**src/rtl/rxdf_pkg.sv**
```systemverilog
package rxdf_pkg;

  typedef enum logic [2:0] {
    RS_IDLE,
    RS_START,
    RS_DATA,
    RS_PAR,
    RS_STOP1,
    RS_STOP2,
    RS_HOLD
  } rx_state_e;

  typedef struct packed {
    logic [7:0] data;
    logic       perr;
    logic       ferr;
    logic       brk;
  } rx_char_t;

endpackage

```
**src/rtl/rx_line_sync.sv**
```systemverilog
module rx_line_sync #(
  parameter int   STAGES    = 2,
  parameter logic RESET_VAL = 1'b1
) (
  input  logic clk,
  input  logic rst_n,
  input  logic din,
  output logic dout
);

  logic [STAGES-1:0] sync_q;

  always_ff @(posedge clk or negedge rst_n) begin
    if (!rst_n) begin
      sync_q <= {STAGES{RESET_VAL}};
    end else begin
      sync_q <= {sync_q[STAGES-2:0], din};
    end
  end

  assign dout = sync_q[STAGES-1];

endmodule

```
**src/rtl/rx_frame_ctrl.sv**
```systemverilog
module rx_frame_ctrl
  import rxdf_pkg::*;
#(
  parameter int OVS = 16,
  parameter int DW  = 8
) (
  input  logic          clk,
  input  logic          rst_n,
  input  logic          tick,
  input  logic          line,
  input  logic [1:0]    len_sel,
  input  logic          par_en,
  input  logic          stop_sel,
  output logic [DW-1:0] shreg,
  output logic          par_bit,
  output logic          fe_now,
  output logic          brk_now,
  output logic          char_done
);

  localparam int CW = $clog2(OVS);
  localparam int IW = $clog2(DW);
  localparam logic [CW-1:0] FULL_M1 = CW'(OVS - 1);
  localparam logic [CW-1:0] HALF_M1 = CW'(OVS / 2 - 1);
  localparam logic [CW-1:0] TQ_M1   = CW'((3 * OVS) / 4 - 1);

  rx_state_e       state_q, state_d;
  logic [CW-1:0]   cnt_q, cnt_d;
  logic [IW-1:0]   bit_q, bit_d;
  logic [DW-1:0]   sh_q, sh_d;
  logic            par_q, par_d;
  logic            hi_q, hi_d;
  logic            anylo_q, anylo_d;
  logic            alllo_q, alllo_d;
  logic            done;
  logic [IW-1:0]   last_bit;
  logic [CW-1:0]   stop2_lim;
  logic            full;

  assign last_bit  = IW'(DW - 4) + IW'(len_sel);
  assign stop2_lim = (len_sel == 2'b00) ? TQ_M1 : FULL_M1;
  assign full      = (cnt_q == FULL_M1);

  always_comb begin
    state_d = state_q;
    cnt_d   = cnt_q;
    bit_d   = bit_q;
    sh_d    = sh_q;
    par_d   = par_q;
    hi_d    = hi_q;
    anylo_d = anylo_q;
    alllo_d = alllo_q;
    done    = 1'b0;
    if (tick) begin
      unique case (state_q)
        RS_IDLE: begin
          if (!line) begin
            state_d = RS_START;
            cnt_d   = '0;
          end
        end
        RS_START: begin
          if (cnt_q == HALF_M1) begin
            cnt_d = '0;
            if (line) begin
              state_d = RS_IDLE;
            end else begin
              state_d = RS_DATA;
              bit_d   = '0;
              hi_d    = 1'b0;
            end
          end else begin
            cnt_d = cnt_q + 1'b1;
          end
        end
        RS_DATA: begin
          if (full) begin
            cnt_d = '0;
            sh_d  = {line, sh_q[DW-1:1]};
            hi_d  = hi_q | line;
            if (bit_q == last_bit) begin
              state_d = par_en ? RS_PAR : RS_STOP1;
            end else begin
              bit_d = bit_q + 1'b1;
            end
          end else begin
            cnt_d = cnt_q + 1'b1;
          end
        end
        RS_PAR: begin
          if (full) begin
            cnt_d   = '0;
            par_d   = line;
            hi_d    = hi_q | line;
            state_d = RS_STOP1;
          end else begin
            cnt_d = cnt_q + 1'b1;
          end
        end
        RS_STOP1: begin
          if (full) begin
            cnt_d   = '0;
            anylo_d = !line;
            alllo_d = !line;
            if (stop_sel) begin
              state_d = RS_STOP2;
            end else begin
              done    = 1'b1;
              state_d = (!hi_q && !line) ? RS_HOLD : RS_IDLE;
            end
          end else begin
            cnt_d = cnt_q + 1'b1;
          end
        end
        RS_STOP2: begin
          if (cnt_q == stop2_lim) begin
            cnt_d   = '0;
            anylo_d = anylo_q | !line;
            alllo_d = alllo_q & !line;
            done    = 1'b1;
            state_d = (!hi_q && alllo_q && !line) ? RS_HOLD : RS_IDLE;
          end else begin
            cnt_d = cnt_q + 1'b1;
          end
        end
        RS_HOLD: begin
          if (line) state_d = RS_IDLE;
        end
        default: state_d = RS_IDLE;
      endcase
    end
  end

  always_ff @(posedge clk or negedge rst_n) begin
    if (!rst_n) begin
      state_q <= RS_IDLE;
      cnt_q   <= '0;
      bit_q   <= '0;
      sh_q    <= '0;
      par_q   <= 1'b0;
      hi_q    <= 1'b0;
      anylo_q <= 1'b0;
      alllo_q <= 1'b0;
    end else if (tick) begin
      state_q <= state_d;
      cnt_q   <= cnt_d;
      bit_q   <= bit_d;
      sh_q    <= sh_d;
      par_q   <= par_d;
      hi_q    <= hi_d;
      anylo_q <= anylo_d;
      alllo_q <= alllo_d;
    end
  end

  assign shreg     = sh_q;
  assign par_bit   = par_q;
  assign fe_now    = anylo_d;
  assign brk_now   = !hi_q && alllo_d;
  assign char_done = done;

  // while parked after a break, a low line keeps the receiver parked
  assert_hold_until_high_R5: assert property (@(posedge clk) disable iff (!rst_n)
    (state_q == RS_HOLD && !line) |=> (state_q == RS_HOLD));

  // a frame never completes straight out of the start-bit check
  assert_start_to_data_R4: assert property (@(posedge clk) disable iff (!rst_n)
    (state_q == RS_START) |=> (state_q inside {RS_START, RS_DATA, RS_IDLE}));

endmodule

```
**src/rtl/rx_char_eval.sv**
```systemverilog
module rx_char_eval
  import rxdf_pkg::*;
#(
  parameter int DW = 8
) (
  input  logic [DW-1:0] shreg,
  input  logic          par_bit,
  input  logic [1:0]    len_sel,
  input  logic          par_en,
  input  logic          par_odd,
  input  logic          fe_now,
  input  logic          brk_now,
  output rx_char_t      char_out
);

  logic [1:0]    shamt;
  logic [DW-1:0] data;

  assign shamt = 2'd3 - len_sel;
  assign data  = shreg >> shamt;

  always_comb begin
    char_out      = '0;
    char_out.data = data;
    char_out.perr = par_en & ((^data) ^ par_bit ^ par_odd);
    char_out.ferr = fe_now;
    char_out.brk  = brk_now;
  end

endmodule

```
**src/rtl/serial_rx_deframer.sv**
```systemverilog
module serial_rx_deframer
  import rxdf_pkg::*;
#(
  parameter int OVS         = 16,
  parameter int DW          = 8,
  parameter int SYNC_STAGES = 2
) (
  input  logic          clk,
  input  logic          rst_n,
  input  logic          rx_line,
  input  logic          sample_tick,
  input  logic [1:0]    len_sel,
  input  logic          par_en,
  input  logic          par_odd,
  input  logic          stop_sel,
  output logic          char_valid,
  output logic [DW-1:0] char_data,
  output logic          char_perr,
  output logic          char_ferr,
  output logic          char_brk
);

  logic          rst_meta_q, rst_sync_q;
  logic          line_s;
  logic [DW-1:0] shreg;
  logic          par_bit, fe_now, brk_now, char_done;
  rx_char_t      char_eval;
  rx_char_t      char_q;
  logic          valid_q;

  always_ff @(posedge clk or negedge rst_n) begin
    if (!rst_n) begin
      rst_meta_q <= 1'b0;
      rst_sync_q <= 1'b0;
    end else begin
      rst_meta_q <= 1'b1;
      rst_sync_q <= rst_meta_q;
    end
  end

  rx_line_sync #(.STAGES(SYNC_STAGES), .RESET_VAL(1'b1)) u_sync (
    .clk  (clk),
    .rst_n(rst_sync_q),
    .din  (rx_line),
    .dout (line_s)
  );

  rx_frame_ctrl #(.OVS(OVS), .DW(DW)) u_ctrl (
    .clk      (clk),
    .rst_n    (rst_sync_q),
    .tick     (sample_tick),
    .line     (line_s),
    .len_sel  (len_sel),
    .par_en   (par_en),
    .stop_sel (stop_sel),
    .shreg    (shreg),
    .par_bit  (par_bit),
    .fe_now   (fe_now),
    .brk_now  (brk_now),
    .char_done(char_done)
  );

  rx_char_eval #(.DW(DW)) u_eval (
    .shreg   (shreg),
    .par_bit (par_bit),
    .len_sel (len_sel),
    .par_en  (par_en),
    .par_odd (par_odd),
    .fe_now  (fe_now),
    .brk_now (brk_now),
    .char_out(char_eval)
  );

  always_ff @(posedge clk or negedge rst_sync_q) begin
    if (!rst_sync_q) begin
      valid_q <= 1'b0;
      char_q  <= '0;
    end else begin
      valid_q <= char_done;
      if (char_done) char_q <= char_eval;
    end
  end

  assign char_valid = valid_q;
  assign char_data  = char_q.data;
  assign char_perr  = char_q.perr;
  assign char_ferr  = char_q.ferr;
  assign char_brk   = char_q.brk;

  // strobe lasts one clock
  assert_single_strobe_R6: assert property (@(posedge clk) disable iff (!rst_sync_q)
    char_valid |=> !char_valid);

  // bits above the selected length are zero
  assert_upper_zero_R1: assert property (@(posedge clk) disable iff (!rst_sync_q)
    char_valid |-> ((char_data >> (4'(DW - 3) + 4'(len_sel))) == '0));

  // a break always carries a framing error and zero data
  assert_break_shape_R5: assert property (@(posedge clk) disable iff (!rst_sync_q)
    (char_valid && char_brk) |-> (char_ferr && char_data == '0));

  // no parity slot means no parity error
  assert_no_parity_err_R2: assert property (@(posedge clk) disable iff (!rst_sync_q)
    (char_valid && !par_en) |-> !char_perr);

  // data and flags hold between strobes
  assert_hold_outputs_R6: assert property (@(posedge clk) disable iff (!rst_sync_q)
    (!char_valid && $past(!char_valid)) |-> $stable(char_q));

endmodule

```
**config.mk**
```make
export PLATFORM = sky130hd
export DESIGN_NAME = serial_rx_deframer
export DESIGN_NICKNAME = d
export VERILOG_FILES = /design/src/rtl/rxdf_pkg.sv /design/src/rtl/rx_line_sync.sv /design/src/rtl/rx_frame_ctrl.sv /design/src/rtl/rx_char_eval.sv /design/src/rtl/serial_rx_deframer.sv
export SDC_FILE = /design/constraint.sdc
export NUM_CORES = 1
export LEC_CHECK = 0
export BUFFER_PORTS_ARGS = -buffer_cell sky130_fd_sc_hd__buf_4
export CAP_MARGIN = 5
export CELL_PAD_IN_SITES_DETAIL_PLACEMENT = 1
export CELL_PAD_IN_SITES_GLOBAL_PLACEMENT = 1
export CORE_MARGIN = 5
export CORE_UTILIZATION = 41
export CTS_CLUSTER_SIZE = 30
export DETAILED_ROUTE_END_ITERATION = 7
export HOLD_SLACK_MARGIN = 0.15
export PLACE_DENSITY = 0.87
export SLEW_MARGIN = 0
export SYNTH_ARGS = -nofsm -noshare
export SYNTH_HDL_FRONTEND = slang
export SYNTH_SLANG_ARGS = --single-unit
```
**constraint.sdc**
```tcl
create_clock -name clk -period 1.2 [get_ports clk]
set_input_delay 0.06 -clock clk [delete_from_list [all_inputs] [get_ports clk]]
set_output_delay 0.06 -clock clk [all_outputs]
set_load 0.005 [all_outputs]
```
# Word level (Yosys, flattened, before mapping)
# Index checks and enable logic that the tools add are counted.
# totals
register_bits	38
latch_bits	0
ramBits	0
mem_bits_ro	0
input_bits	9
output_inout_bits	12
wordCells	110
n_memories	0
# op_classes
add_sub_neg	4
multipliers	0
div_mod_pow	0
order_cmp	0
eq_ne	21
shift	1
n_mux	42
bitwise_logic	6
n_reduce_logical	20
# ops
cell	count
$mux 3	17
$pmux 3 s7	1
$mux 4	4
$pmux 4 s4	1
$ne 2x1->1 const B	7
$mux 1	13
$eq 3x3->1 const B	3
$reduce_and 3->1	3
$reduce_and 9->1	1
$ne 2x2->1 const B	4
$pmux 1 s2	4
$reduce_xor 8->1	1
$shr 8x2->8	1
$eq 3x2->1 const B	2
$pmux 3 s2	1
$reduce_and 6->1	1
$reduce_and 5->1	1
$add 4x1->4 const B	1
$eq 4x3->1 const B	1
$eq 4x4->1	1
$eq 4x4->1 const B	1
$logic_and 1x1->1	4
$reduce_bool 2->1	2
$reduce_bool 4->1	1
other kinds (14)	18

# Logic depth before layout (Yosys ltp)
# logic_depth
word_depth	7
ltp_mapped	8
depth_no_buf	7

# Modules after synthesis
# From an unflattened synthesis, not the netlist that was laid out.
# unflattened
cells_unflattened	195
hier_area_um2	2197.1
# modules_own_cells
module	instances	cells_each	area_each_um2	seq_area_each_um2
rx_frame_ctrl	1	140	1310.0	550.5
serial_rx_deframer	1	27	526.8	350.3
rx_char_eval	1	26	307.8	0.0
rx_line_sync	1	2	52.6	52.6

# Least setup slack after synthesis
# Ideal clock, no wire load.
# synth_path
kind	register to register
start	register u_ctrl.cnt_q[2]
end	register u_ctrl.state_q[0]
setup_time_ps	125
arrival_time_ps	1795
required_time_ps	1075
slack_ps	-721
stages_incl_launch_ff	7
n_path_buf	1
synth_period_minus_slack_ps	1921
cell_sequence	dfrtp_1 buf_6 or3_4 a21oi_2 o221ai_2 or3_4 mux2_4
# synth_via
elab_chain_len	3
word_cells_on_any_way	9
cone_classes	8 x eq/ne; 1 x reduce/logical
# synth_lines
item	line	source
start: declaration	rx_frame_ctrl.sv:28	logic [CW-1:0] cnt_q, cnt_d;
start signal: assignment	rx_frame_ctrl.sv:146	cnt_q <= cnt_d;
$eq 4x4->1, or another cell as far along	rx_frame_ctrl.sv:116	if (cnt_q == stop2_lim) begin
$ne 2x1->1 (no source line)	--	
$reduce_and 9->1 (no source line) *	--	
end signal: assignment	rx_frame_ctrl.sv:145	state_q <= state_d;
end: declaration	rx_frame_ctrl.sv:27	rx_state_e state_q, state_d;
# Mark *: on every way between the ends. The rest lies on a longest branch, timed or not.
# A chain may end at the register's enable or synchronous reset.

# Final worst setup path
# layout_path
start	register u_ctrl.cnt_q[2]
end	register u_ctrl.state_q[2]
# Same word-level chain as after synthesis.

==> impl_results.rst <==
.. list-table::
   :header-rows: 1

   * - Metric
     - Value
   * - Outcome
     - complete, but fails checks
   * - Failing checks
     - negative setup slack
   * - Share of the clock period used by the worst path after layout
     - 152%
   * - Portion of the post-synthesis area used by sequential elements
     - 42.7%
   * - Power density cells
     - 1480 nW/um2
   * - CP most frequent cell
     - sky130_fd_sc_hd__or3_4
   * - Number of endpoints with negative hold slack in the final report
     - 0
   * - Detailed-router iteration count before antenna repair
     - 4
   * - Die width
     - 83.8 um
   * - Area share of fa/ha/maj cells after synthesis
     - 1.12%
   * - Tightest Hold Check Type
     - reg2async
   * - Number of antenna violations at the first check in global routing
     - 0
   * - Maximum number of pins on one net before global-route repair
     - 37
   * - Number of nets in the layout
     - 319
   * - Multiplexer area fraction after synthesis
     - 13.6%
   * - Overall die area
     - 7020 um2
   * - Signed area change from the synthesized netlist to the final layout
     - 43.6%
   * - Violation count after the first detailed-route iteration
     - 128
   * - Xor and xnor fraction of the mapped netlist area
     - 5.10%
   * - Final-layout fill cell count
     - 574
   * - Number of input and output port buffers inserted
     - 20
   * - Min Tclk post-route
     - 1.83 ns
   * - Clock insertion delay at the later pin of the skew report
     - 0.30 ns
   * - Cell depth of the worst flop-to-flop path
     - 5
   * - Unrepaired setup endpoints after global routing
     - true
   * - Final setup margin
     - -0.626 ns
   * - Worst-case setup slack after placement
     - -0.784 ns
   * - DRC
     - 0
   * - Delay contributed by the slowest stage of the critical path
     - 0.41 ns
   * - Max Clock Skew
     - 0.00990 ns
   * - Worst Setup End Kind
     - flop
   * - First element of the critical path
     - u_ctrl.cnt_q[2]
   * - Antenna diode instance count
     - 0
   * - Post-route ant nets
     - 0
   * - Htree depth
     - 2
   * - Clock sink total
     - 38
   * - GP Congestion
     - 0.855
   * - Number of distinct library cell variants in the gate-level netlist after synthesis
     - 50
   * - Post-DR wirelength/cell
     - 20.7 um
   * - Post-synthesis net count
     - 240
   * - Routed wire length
     - 7850 um
   * - Fraction of registers with async set or reset after synthesis
     - 100%
   * - Leakage dissipation
     - 0.00152 uW
   * - Vertical die dimension
     - 83.8 um
   * - Synth Cell Area
     - 2230 um2
   * - Ys flop type
     - sky130_fd_sc_hd__dfrtp_1
   * - Worst R2R Start
     - u_ctrl.cnt_q[2]
   * - Critical path data required time
     - 1.39 ns
   * - Number of endpoints failing setup at the final stage
     - 34
   * - Max rail drop VDD
     - 0.00105 V
   * - R2R Setup Slk
     - -0.63 ns
   * - End of the critical path
     - u_ctrl.state_q[2]
   * - Standard cell core area
     - 5200 um2
   * - Cell with the largest stage delay on the worst path
     - sky130_fd_sc_hd__dfrtp_1
   * - Data arrival time at the worst-slack endpoint
     - 2.02 ns
   * - Via count of the first global-routing pass
     - 2274
   * - Vias per std cell
     - 5.64
   * - Root Buffer Master
     - sky130_fd_sc_hd__clkbuf_8
   * - Largest family of logic cells by synthesized area
     - simple AND/OR/NAND/NOR gates
   * - Worst-case clock buffer depth
     - 2
   * - Inserted Clock Buffers
     - 5
   * - Kind of critical path
     - reg2reg
   * - Endpoint of the lowest-slack register-to-register path
     - u_ctrl.state_q[2]
   * - Max Cap Violations
     - 0
   * - Number of top-level design ports
     - 21
   * - Top library cells by usage in the layout, fill and taps aside
     - 77 x sky130_fd_sc_hd__buf_4, 33 x sky130_fd_sc_hd__dfrtp_1, 24 x sky130_fd_sc_hd__nand2_1, 16 x sky130_fd_sc_hd__o21ai_0, 12 x sky130_fd_sc_hd__nor2_1
   * - Post-synthesis cell count
     - 229
   * - Mean instance size in the synthesized netlist
     - 9.74 um2
   * - FP Rows
     - 26
   * - Post-CTS clock slew at the launch and capture registers of the worst setup and hold paths
     - 0.09 ns
   * - TritonCTS clock tree
     - yes
   * - All-Layer GR Usage
     - 21.9%
   * - Synth warnings
     - 0
   * - Via count
     - 2138
   * - Setup tns final
     - -17.39 ns
   * - Slew Limit Fails
     - 0
   * - Starting density of the core
     - 42.9%
   * - Proportion of layout cells with a drive suffix above 1
     - 48.9%
   * - Crit-path max FO
     - 3
   * - Leftover overflow at the end of global routing
     - 0
   * - First-pass GRT wire length
     - 12000 um
   * - Post-detailed-placement half-perimeter wirelength
     - 4630 um
   * - Max Clk Rate
     - 548 MHz
   * - Compound-Gate Fraction of Synth Area
     - 14.6%
   * - Simple logic cell fraction of the synthesized area
     - 16.4%
   * - Synthesized flop and latch total
     - 38
   * - Number of enable-type register cells in the synthesized netlist
     - 0
   * - Startpoint kind of the worst setup timing path
     - flop
   * - Commonest non-fill, non-tap cell in the layout
     - sky130_fd_sc_hd__buf_4
   * - Ordered cell list for the critical path
     - or3_4 > a21oi_4 > o221ai_2 > or3_4 > mux2_4
## timing repair
action                                  4_1_cts  5_1_grt
pin swaps                                    10        6
resized for setup                            36       15
hold buffers                                  4        0
endpoints found under the setup margin       34       34
buffers inserted                              4        5
hold endpoints to repair                      4        0
## stage by stage
stage	power [uW]	instances	area [um2]	hold WS [ns]	util (%)
2_1_floorplan	2600	229	2270	-0.236	-
3_3_place_gp	3170	359	2820	-0.157	54.1
3_5_place_dp	3280	359	2820	-0.156	54.1
4_1_cts	4460	374	3090	0.206	59.4
5_1_grt	4990	379	3200	0.237	61.5
6_report	4750	379	3200	0.230	61.5
## worst max-delay path, delay by kind of cell (launching register included)
family,cells,cell delay [ns]
simple gates,2,0.73
flops,1,0.41
mux,1,0.30
compound gates,2,0.27
## synthesized netlist by cell type, types with 2 or more instances
library cell,count,area share [%]
sky130_fd_sc_hd__nor3_1,5,1.1
sky130_fd_sc_hd__ha_1,2,1.1
sky130_fd_sc_hd__inv_1,6,1.0
sky130_fd_sc_hd__xnor2_1,7,2.7
sky130_fd_sc_hd__dfrtp_1,36,40
sky130_fd_sc_hd__nor2_1,16,2.7
sky130_fd_sc_hd__buf_6,6,3.0
sky130_fd_sc_hd__nand4_1,2,0.56
sky130_fd_sc_hd__o21a_1,2,0.67
sky130_fd_sc_hd__clkbuf_1,4,0.67
sky130_fd_sc_hd__a21oi_1,10,2.2
sky130_fd_sc_hd__nand2_1,28,4.7
sky130_fd_sc_hd__or3_4,2,1.0
sky130_fd_sc_hd__xor2_1,6,2.4
sky130_fd_sc_hd__nand2b_1,3,0.84
sky130_fd_sc_hd__a21o_1,3,1.0
sky130_fd_sc_hd__o21ai_0,23,5.2
sky130_fd_sc_hd__dfstp_2,2,2.4
sky130_fd_sc_hd__buf_2,4,0.90
sky130_fd_sc_hd__or3_1,3,0.84
sky130_fd_sc_hd__a31o_2,2,0.79
sky130_fd_sc_hd__mux2_4,3,2.0
sky130_fd_sc_hd__mux2i_1,9,4.0
sky130_fd_sc_hd__nand3_1,5,1.1
sky130_fd_sc_hd__mux2_2,15,7.6
## layer usage
metal,wire (um),global-route usage [%],vias up
met5,0,0,-
met4,317,11.0,0
met3,377,4.44,28
met2,4060,38.4,81
met1,3100,25.0,1074
li1,-,-,955
## power by group
group	switching (uW)	internal (uW)	total [uW]	leakage, uW
Clock	512	463	975	0.0000472
Sequential	162	1400	1560	0.000503
Combinational	1090	1120	2210	0.000971
Total	1770	2980	4750	0.00152
## flip-flops by register name, summed over array words and instances (netlist names)
signal,flops
char_ferr,1
u_ctrl.state_q,3
u_sync.sync_q,2
rst_meta_q,1
u_ctrl.hi_q,1
rst_sync_q,1
char_valid,1
char_brk,1
u_ctrl.par_bit,1
u_ctrl.cnt_q,4
u_ctrl.bit_q,3
u_ctrl.alllo_q,1
char_data,8
char_perr,1
u_ctrl.shreg,8
u_ctrl.anylo_q,1
## cell families (layout without fill, tap and decap cells)
kind of cell,after synthesis,after routing
and+or+nand+nor,75,75
AOI/OAI and AO/OA,52,52
DFF,38,38
muxes,27,27
buffers and inverters,21,101
xor gates and xnor gates,13,13
adders and majority gates,2,2
other,1,1
## worst min path at each step
stage,start,endpoint
3_3_place_gp,rst_n,rst_meta_q
3_5_place_dp,rst_n,rst_meta_q
5_1_grt,stop_sel,u_ctrl.state_q[0]
4_1_cts,stop_sel,u_ctrl.state_q[0]
6_report,rst_sync_q,u_ctrl.shreg[5]
2_1_floorplan,rst_n,rst_meta_q
## layout make-up
| type | count | area, um2 | share of cell area [%] |
|---|---|---|---|
| inverter | 6 | 22.5 | 0.703 |
| timing repair buffer | 87 | 707 | 22.1 |
| sequential | 38 | 957 | 29.9 |
| clock buffer | 6 | 82.6 | 2.58 |
| tap | 70 | 87.6 | 2.73 |
| clock inverter | 2 | 12.5 | 0.391 |
| multi-input combinational | 170 | 1330 | 41.6 |
Power figures use the tool's default switching activity.
